[config.mk]
export PLATFORM = sky130hd
export DESIGN_NAME = bytecore_top
export DESIGN_NICKNAME = d
export VERILOG_FILES = /design/src/rtl/bytecore_pkg.sv /design/src/rtl/bytecore_decoder.sv /design/src/rtl/bytecore_alu.sv /design/src/rtl/bytecore_regfile.sv /design/src/rtl/bytecore_ctrl.sv /design/src/rtl/bytecore_top.sv
export SDC_FILE = /design/constraint.sdc
export NUM_CORES = 1
export LEC_CHECK = 0
export BUFFER_PORTS_ARGS = -buffer_cell sky130_fd_sc_hd__buf_2
export CAP_MARGIN = 0
export CORE_MARGIN = 3
export CORE_UTILIZATION = 35
export CTS_CLUSTER_DIAMETER = 40
export DETAILED_ROUTE_END_ITERATION = 10
export GPL_TIMING_DRIVEN = 0
export SLEW_MARGIN = 30
export SYNTH_ARGS = -nofsm -noshare
export SYNTH_HDL_FRONTEND = slang
export SYNTH_SLANG_ARGS = --single-unit
[constraint.sdc]
create_clock -name clk -period 4 [get_ports clk]
set_input_delay 0 -clock clk [delete_from_list [all_inputs] [get_ports clk]]
set_output_delay 0 -clock clk [all_outputs]
set_load 0.01 [all_outputs]
[src/rtl/bytecore_pkg.sv]
// Shared widths, controller states and decoded-instruction type for the byte core.
package bytecore_pkg;

    localparam int DATA_W   = 8;
    localparam int ADDR_W   = 16;
    localparam int NUM_REGS = 6;
    localparam int SEL_W    = $clog2(NUM_REGS);

    localparam logic [DATA_W-1:0] OPC_INC_BASE = 8'h3C;
    localparam logic [DATA_W-1:0] OPC_HALT     = 8'hFF;
    localparam logic [3:0]        NIB_LOAD     = 4'h0;
    localparam logic [3:0]        NIB_STORE    = 4'h1;

    typedef enum logic [3:0] {
        ST_FETCH,
        ST_READ,
        ST_CAPTURE,
        ST_XFER,
        ST_DECODE,
        ST_OP_ADR,
        ST_OP_RD,
        ST_OP_CAP,
        ST_OP_MOV,
        ST_DATA_ADR,
        ST_DATA_RD,
        ST_DATA_CAP,
        ST_EXEC,
        ST_HALT
    } state_e;

    typedef enum logic [2:0] {
        K_NOP,
        K_INC,
        K_LOAD,
        K_STORE,
        K_HALT
    } kind_e;

    typedef struct packed {
        kind_e            kind;
        logic [SEL_W-1:0] sel;
    } dec_t;

endpackage

[src/rtl/bytecore_decoder.sv]
// Instruction decoder.
// Turns the instruction register into an operation kind and a register select.
// Assumes register indices above NUM_REGS-1 are not valid operands; those opcodes decode as no-ops.
module bytecore_decoder
    import bytecore_pkg::*;
(
    input  logic [DATA_W-1:0] ir,
    output dec_t              dec
);

    logic [DATA_W-1:0] inc_off;

    // Offset from the first increment opcode gives the increment target.
    assign inc_off = ir - OPC_INC_BASE;

    // Classify the opcode and pick the register it names.
    always_comb begin
        dec.kind = K_NOP;
        dec.sel  = '0;
        if (ir == OPC_HALT) begin
            dec.kind = K_HALT;
        end else if (inc_off < DATA_W'(NUM_REGS)) begin
            dec.kind = K_INC;
            dec.sel  = inc_off[SEL_W-1:0];
        end else if (ir[7:4] == NIB_LOAD && ir[3:0] < 4'(NUM_REGS)) begin
            dec.kind = K_LOAD;
            dec.sel  = ir[SEL_W-1:0];
        end else if (ir[7:4] == NIB_STORE && ir[3:0] < 4'(NUM_REGS)) begin
            dec.kind = K_STORE;
            dec.sel  = ir[SEL_W-1:0];
        end
    end

endmodule

[src/rtl/bytecore_alu.sv]
// Incrementer arithmetic unit.
// Adds one to the operand and reports the carry out and a zero result.
// Purely combinational; the controller decides when the result is kept.
module bytecore_alu
    import bytecore_pkg::*;
(
    input  logic [DATA_W-1:0] opnd,
    output logic [DATA_W-1:0] result,
    output logic              carry,
    output logic              zero
);

    // Widen by one bit so the wrap shows up as a carry.
    assign {carry, result} = {1'b0, opnd} + {{DATA_W{1'b0}}, 1'b1};

    // Flag an all-zero result.
    assign zero = (result == '0);

endmodule

[src/rtl/bytecore_regfile.sv]
// Working register file of NUM_REGS byte registers.
// Has one write port and one combinational read port.
// Assumes the write select is in range; an out-of-range select writes nothing and reads zero.
module bytecore_regfile
    import bytecore_pkg::*;
(
    input  logic              clk,
    input  logic              rst_n,
    input  logic              we,
    input  logic [SEL_W-1:0]  wsel,
    input  logic [DATA_W-1:0] wdata,
    input  logic [SEL_W-1:0]  rsel,
    output logic [DATA_W-1:0] rdata
);

    logic [DATA_W-1:0] regs [NUM_REGS];

    for (genvar g = 0; g < NUM_REGS; g++) begin : g_reg
        // Each register clears on reset and loads when it is selected for a write.
        always_ff @(posedge clk) begin
            if (!rst_n) begin
                regs[g] <= '0;
            end else if (we && wsel == SEL_W'(g)) begin
                regs[g] <= wdata;
            end
        end
    end

    // Read mux over all registers.
    always_comb begin
        rdata = '0;
        for (int i = 0; i < NUM_REGS; i++) begin
            if (rsel == SEL_W'(i)) rdata = regs[i];
        end
    end

endmodule

[src/rtl/bytecore_ctrl.sv]
// Control unit.
// Owns the program counter, memory address register, buffer register, instruction register, operand address and flags.
// Spends one state per step, so each instruction class has a fixed cycle cost.
// Assumes memory read data is valid in the cycle after the read strobe.
module bytecore_ctrl
    import bytecore_pkg::*;
#(
    parameter logic [ADDR_W-1:0] RESET_VEC = '0
) (
    input  logic              clk,
    input  logic              rst_n,
    input  logic [DATA_W-1:0] mem_rdata,
    input  dec_t              dec,
    input  logic [DATA_W-1:0] alu_result,
    input  logic              alu_carry,
    input  logic              alu_zero,
    output logic [ADDR_W-1:0] mar,
    output logic [ADDR_W-1:0] pc,
    output logic [DATA_W-1:0] br,
    output logic [DATA_W-1:0] ir,
    output state_e            state,
    output logic              mem_rd,
    output logic              mem_wr,
    output logic              reg_we,
    output logic [DATA_W-1:0] reg_wdata,
    output logic              flag_c,
    output logic              flag_z
);

    logic [ADDR_W-1:0] ea;
    logic              op_hi;

    // Step through the states and update the datapath registers they own.
    always_ff @(posedge clk) begin
        if (!rst_n) begin
            state  <= ST_FETCH;
            pc     <= RESET_VEC;
            mar    <= '0;
            br     <= '0;
            ir     <= '0;
            ea     <= '0;
            op_hi  <= 1'b0;
            flag_c <= 1'b0;
            flag_z <= 1'b0;
        end else begin
            case (state)
                ST_FETCH: begin
                    mar   <= pc;
                    pc    <= pc + 1'b1;
                    state <= ST_READ;
                end
                ST_READ:    state <= ST_CAPTURE;
                ST_CAPTURE: begin
                    br    <= mem_rdata;
                    state <= ST_XFER;
                end
                ST_XFER: begin
                    ir    <= br;
                    state <= ST_DECODE;
                end
                ST_DECODE: begin
                    op_hi <= 1'b0;
                    if (dec.kind == K_LOAD || dec.kind == K_STORE) state <= ST_OP_ADR;
                    else                                           state <= ST_EXEC;
                end
                ST_OP_ADR: begin
                    mar   <= pc;
                    pc    <= pc + 1'b1;
                    state <= ST_OP_RD;
                end
                ST_OP_RD:  state <= ST_OP_CAP;
                ST_OP_CAP: begin
                    br    <= mem_rdata;
                    state <= ST_OP_MOV;
                end
                ST_OP_MOV: begin
                    if (!op_hi) begin
                        ea[7:0] <= br;
                        op_hi   <= 1'b1;
                        state   <= ST_OP_ADR;
                    end else begin
                        ea[ADDR_W-1:8] <= br;
                        state          <= ST_DATA_ADR;
                    end
                end
                ST_DATA_ADR: begin
                    mar   <= ea;
                    state <= (dec.kind == K_LOAD) ? ST_DATA_RD : ST_EXEC;
                end
                ST_DATA_RD:  state <= ST_DATA_CAP;
                ST_DATA_CAP: begin
                    br    <= mem_rdata;
                    state <= ST_EXEC;
                end
                ST_EXEC: begin
                    if (dec.kind == K_INC) begin
                        flag_c <= alu_carry;
                        flag_z <= alu_zero;
                    end else if (dec.kind == K_LOAD) begin
                        flag_z <= (br == '0);
                    end
                    state <= (dec.kind == K_HALT) ? ST_HALT : ST_FETCH;
                end
                ST_HALT: state <= ST_HALT;
                default: state <= ST_FETCH;
            endcase
        end
    end

    // Memory strobes come straight from the state.
    assign mem_rd = (state == ST_READ) || (state == ST_OP_RD) || (state == ST_DATA_RD);
    assign mem_wr = (state == ST_EXEC) && (dec.kind == K_STORE);

    // Register write-back: the incrementer result or the loaded byte.
    always_comb begin
        reg_we    = 1'b0;
        reg_wdata = br;
        if (state == ST_EXEC) begin
            if (dec.kind == K_INC) begin
                reg_we    = 1'b1;
                reg_wdata = alu_result;
            end else if (dec.kind == K_LOAD) begin
                reg_we    = 1'b1;
            end
        end
    end

endmodule

[src/rtl/bytecore_top.sv]
// Top of the multi-cycle byte core.
// Wires the control unit, decoder, register file and incrementer to a synchronous byte memory port.
// The instruction's register select drives both the read and the write port of the register file.
module bytecore_top
    import bytecore_pkg::*;
#(
    parameter logic [15:0] RESET_VEC = 16'h0000
) (
    input  logic        clk,
    input  logic        rst_n,
    output logic [15:0] mem_addr,
    output logic        mem_rd,
    input  logic [7:0]  mem_rdata,
    output logic        mem_wr,
    output logic [7:0]  mem_wdata,
    output logic        flag_carry,
    output logic        flag_zero,
    output logic        halted
);

    dec_t              dec;
    state_e            state;
    logic [ADDR_W-1:0] mar;
    logic [ADDR_W-1:0] pc;
    logic [DATA_W-1:0] br;
    logic [DATA_W-1:0] ir;
    logic [DATA_W-1:0] reg_rdata;
    logic [DATA_W-1:0] reg_wdata;
    logic              reg_we;
    logic [DATA_W-1:0] alu_result;
    logic              alu_carry;
    logic              alu_zero;

    bytecore_ctrl #(.RESET_VEC(RESET_VEC)) u_ctrl (
        .clk        (clk),
        .rst_n      (rst_n),
        .mem_rdata  (mem_rdata),
        .dec        (dec),
        .alu_result (alu_result),
        .alu_carry  (alu_carry),
        .alu_zero   (alu_zero),
        .mar        (mar),
        .pc         (pc),
        .br         (br),
        .ir         (ir),
        .state      (state),
        .mem_rd     (mem_rd),
        .mem_wr     (mem_wr),
        .reg_we     (reg_we),
        .reg_wdata  (reg_wdata),
        .flag_c     (flag_carry),
        .flag_z     (flag_zero)
    );

    bytecore_decoder u_dec (
        .ir  (ir),
        .dec (dec)
    );

    bytecore_regfile u_regs (
        .clk   (clk),
        .rst_n (rst_n),
        .we    (reg_we),
        .wsel  (dec.sel),
        .wdata (reg_wdata),
        .rsel  (dec.sel),
        .rdata (reg_rdata)
    );

    bytecore_alu u_alu (
        .opnd   (reg_rdata),
        .result (alu_result),
        .carry  (alu_carry),
        .zero   (alu_zero)
    );

    // Memory port and halt status.
    assign mem_addr  = mar;
    assign mem_wdata = reg_rdata;
    assign halted    = (state == ST_HALT);

endmodule

==> results.py <==
metrics = {
    "run_status": {
        "status": "complete, no violations",
    },
    "finish": {
        "finish.net_count": 724,
        "final_cell_mix": "nor2_1 (116), nand2_1 (79), dfxtp_1 (71), edfxtp_1 (48), buf_2 (43)",
        "layout_commonest_cell": "nor2_1",
        "n_antenna_cell": 0,
        "areaGrowthSynthToFinish_pct": 20.85,
        "drive_gt1_share_pct": 15.95,
        "fin_cells": 937,
        "fill_cells": 1577,
        "fin_area_mm2": 0.007164,
        "final_util_pct": 44.14,
    },
    "die": {
        "dieArea_mm2": 0.01854,
        "die_h_um": 136.1,
        "io_pins": 39,
        "core_area_mm2": 0.01623,
        "rows": 46,
        "die_w_um": 136.1,
        "initial_core_util_pct": 36.52,
    },
    "sta": {
        "slew_viol_final": 0,
        "fmax_ghz": 0.2641,
        "final.setup.tns_ns": 0,
        "hold_ws_ns": 0.1958,
        "tightest_slew_ns": 0.8589,
        "finalWorstSetupSlack_ns": 0.2133,
        "skew_ns": 0.01237,
        "fin_crit_sh_pct": 94.67,
        "slew_headroom_pct": 42.39,
        "grt_setup_unrepaired": "false",
        "period_minus_slack_ns": 3.787,
        "setup_viol": 0,
        "hold_viol_final": 0,
    },
    "route": {
        "routed_wl_um": 16710,
        "drt-wirelength-per-cell_um": 17.83,
        "vias": 5079,
        "dr.pass1.iters": 5,
        "drcViolationCount": 0,
        "ant_nets": 0,
        "routed_via_density": 5.420,
        "drtIter0Drc": 516,
    },
    "logic_synthesis": {
        "async_flop_share_pct": 0,
        "ys_warn_count": 0,
        "synthCells": 640,
        "ys.flop_type": "dfxtp_1",
        "ys_types": 73,
        "synthesis.nets": 656,
        "synth_edf_count": 48,
        "seq_area_frac_synth_pct": 48.29,
        "mappedNetlistArea_mm2": 0.005928,
        "synth_seq_cells": 119,
        "syn_avg_cell_area_um2": 9.263,
    },
    "global_routing": {
        "antenna_found_initial": 0,
        "grt_pass1_wl_um": 26340,
        "grt-ovfl-total": 0,
        "grt_pass1_vias": 4850,
        "globalRouteTotalUtil_pct": 18.40,
        "grt_max_degree": 17,
    },
    "power": {
        "pwr-share-clk_pct": 51.7,
        "p_sw_share_pct": 23.55,
        "power.leakage_nw": 2.708,
        "p_switching_uw": 747.6,
        "vdd_ir_drop_max_mv": 0.2931,
        "p_comb_share_pct": 6.8,
        "powerDensity_mw_per_mm2": 443.1,
        "seqPwrFrac_pct": 41.5,
        "p_int_mw": 2.427,
        "total_power_mw": 3.174,
    },
    "setup_path": {
        "endpoint_kind": "flop",
        "r2r_start": "u_ctrl.ir[2]",
        "start_kind": "flop",
        "cp.required_ns": 4.15,
        "crit_start": "u_ctrl.ir[2]",
        "crit_type": "flop to flop",
        "worstPathArrival_ns": 3.93,
        "crit_fanout": 10,
    },
    "worst_hold_path": {
        "min-delay-start": "rst_n",
        "hold_path.class": "primary input to flop",
    },
    "placed_design": {
        "dp_cells": 894,
        "gp_congestion": 0.8919,
        "hpwl_um": 12140,
        "io_buffers": 38,
        "dpl_cell_area_mm2": 0.006399,
        "place_ws_ns": 0.1098,
    },
    "clock_tree": {
        "cts_buffers": 17,
        "insertion_delay_ns": 0.42,
        "tritoncts": "done",
        "cts_buffer_depth": 2,
        "cts_sinks": 119,
        "cts-root-buf": "clkbuf_16",
        "clk_pin_slew_worst_paths_ns": 0.06,
        "h-tree-depth": 4,
    },
    "flow_run": {
        "drv_cap": 0,
    },
}
## cells by family after synthesis
kind of cell    count (synthesis)  share of synthesized area, %
buf+inv                        42                         2.765
simple gates                  294                         23.62
xor+xnor                       19                         2.807
compound gates                127                         15.34
mux                            33                         5.910
flops                         119                         48.29
fa+ha+maj                       6                         1.266
## area by class of cell
cell class	instances	area [um^2]	share of cell area (%)
Buffer	30	118.9	1.659
Clock buffer	20	478.0	6.671
Clock inverter	12	157.7	2.200
Inverter	12	45.04	0.6287
Multi-Input combinational cell	479	2927	40.85
Sequential cell	119	2863	39.96
Tap cell	216	270.3	3.772
Timing Repair Buffer	49	305.3	4.261
## worst max-delay path: stages (launching register included)
cell and delay, ns:
dfxtp_1 0.36, buf_2 0.22, inv_1 0.07, ha_1 0.32, a211oi_2 0.36, nand3_1 0.26
nand2_1 0.23, buf_2 0.30, nand2_1 0.13, o21a_1 0.25, ha_1 0.26, and3_1 0.21
xnor2_1 0.16, mux2i_2 0.16, buf_4 0.18, nor2_1 0.06
## what timing repair did
item / 4_1_cts / 5_1_grt
hold buffers: 8 / 0
setup endpoints to repair: 0 / 31
endpoints found under the hold margin: 8 / 0
setup buffers: 0 / 3
resized for setup: 0 / 4
## metal layers
| metal | vias to the layer above | global-route usage, % | wire (um) |
|---|---|---|---|
| met4 | 0 | 5.487 | 239 |
| met3 | 21 | 4.663 | 901 |
| met1 | 2461 | 24.99 | 7687 |
| met2 | 155 | 29.00 | 7879 |
| met5 | - | 0 | 0 |
| li1 | 2442 | - | - |
## worst paths after layout
path,depth (start not counted),slack [ns],endpoint
max,15,0.21,u_regs.regs[0][4]
min,4,0.20,u_ctrl.flag_z
max reg2reg,15,0.21,u_regs.regs[0][4]
min reg2reg,2,0.48,u_ctrl.mar[2]
## cells in the mapped netlist, drive strengths merged (4+ instances only)
library cell / count / area [um^2]
nor2b: 11 / 68.82
a22oi: 4 / 35.03
nand4: 6 / 52.55
a21oi: 36 / 195.2
xor2: 11 / 96.34
ha: 6 / 75.07
or3: 8 / 50.05
nor2: 116 / 435.4
xnor2: 8 / 70.07
nor3: 21 / 127.6
o22ai: 6 / 50.04
edfxtp: 48 / 1441
clkbuf: 24 / 90.09
and3: 9 / 56.30
nor4: 4 / 25.02
a31oi: 5 / 37.53
mux2i: 29 / 294.0
buf: 6 / 28.77
nand2: 81 / 309.0
a211oi: 4 / 40.03
a311oi: 15 / 131.4
o31ai: 4 / 30.03
inv: 11 / 41.29
dfxtp: 71 / 1421
nand3: 17 / 85.08
o21ai: 27 / 146.4
nand2b: 6 / 45.04
## registers in the layout, summed over array words and instances, names as in the netlist, 4 cells and up
register and count:
u_regs.regs 48, u_ctrl.ea 16, u_ctrl.mar 16, u_ctrl.pc 16
u_ctrl.br 8, u_ctrl.ir 8, u_ctrl.state 4
## power by group through the flow
stage / combinational, mW / clock [mW] / sequential [mW]
after global routing: 0.236 / 1.71 / 1.32
after floorplan: 0.140 / 0 / 1.33
after global placement: 0.197 / 0 / 1.34
final: 0.217 / 1.64 / 1.32
after CTS: 0.209 / 1.65 / 1.32
after detailed placement: 0.201 / 0 / 1.34
No activity file was read; power rests on OpenSTA's default activity.
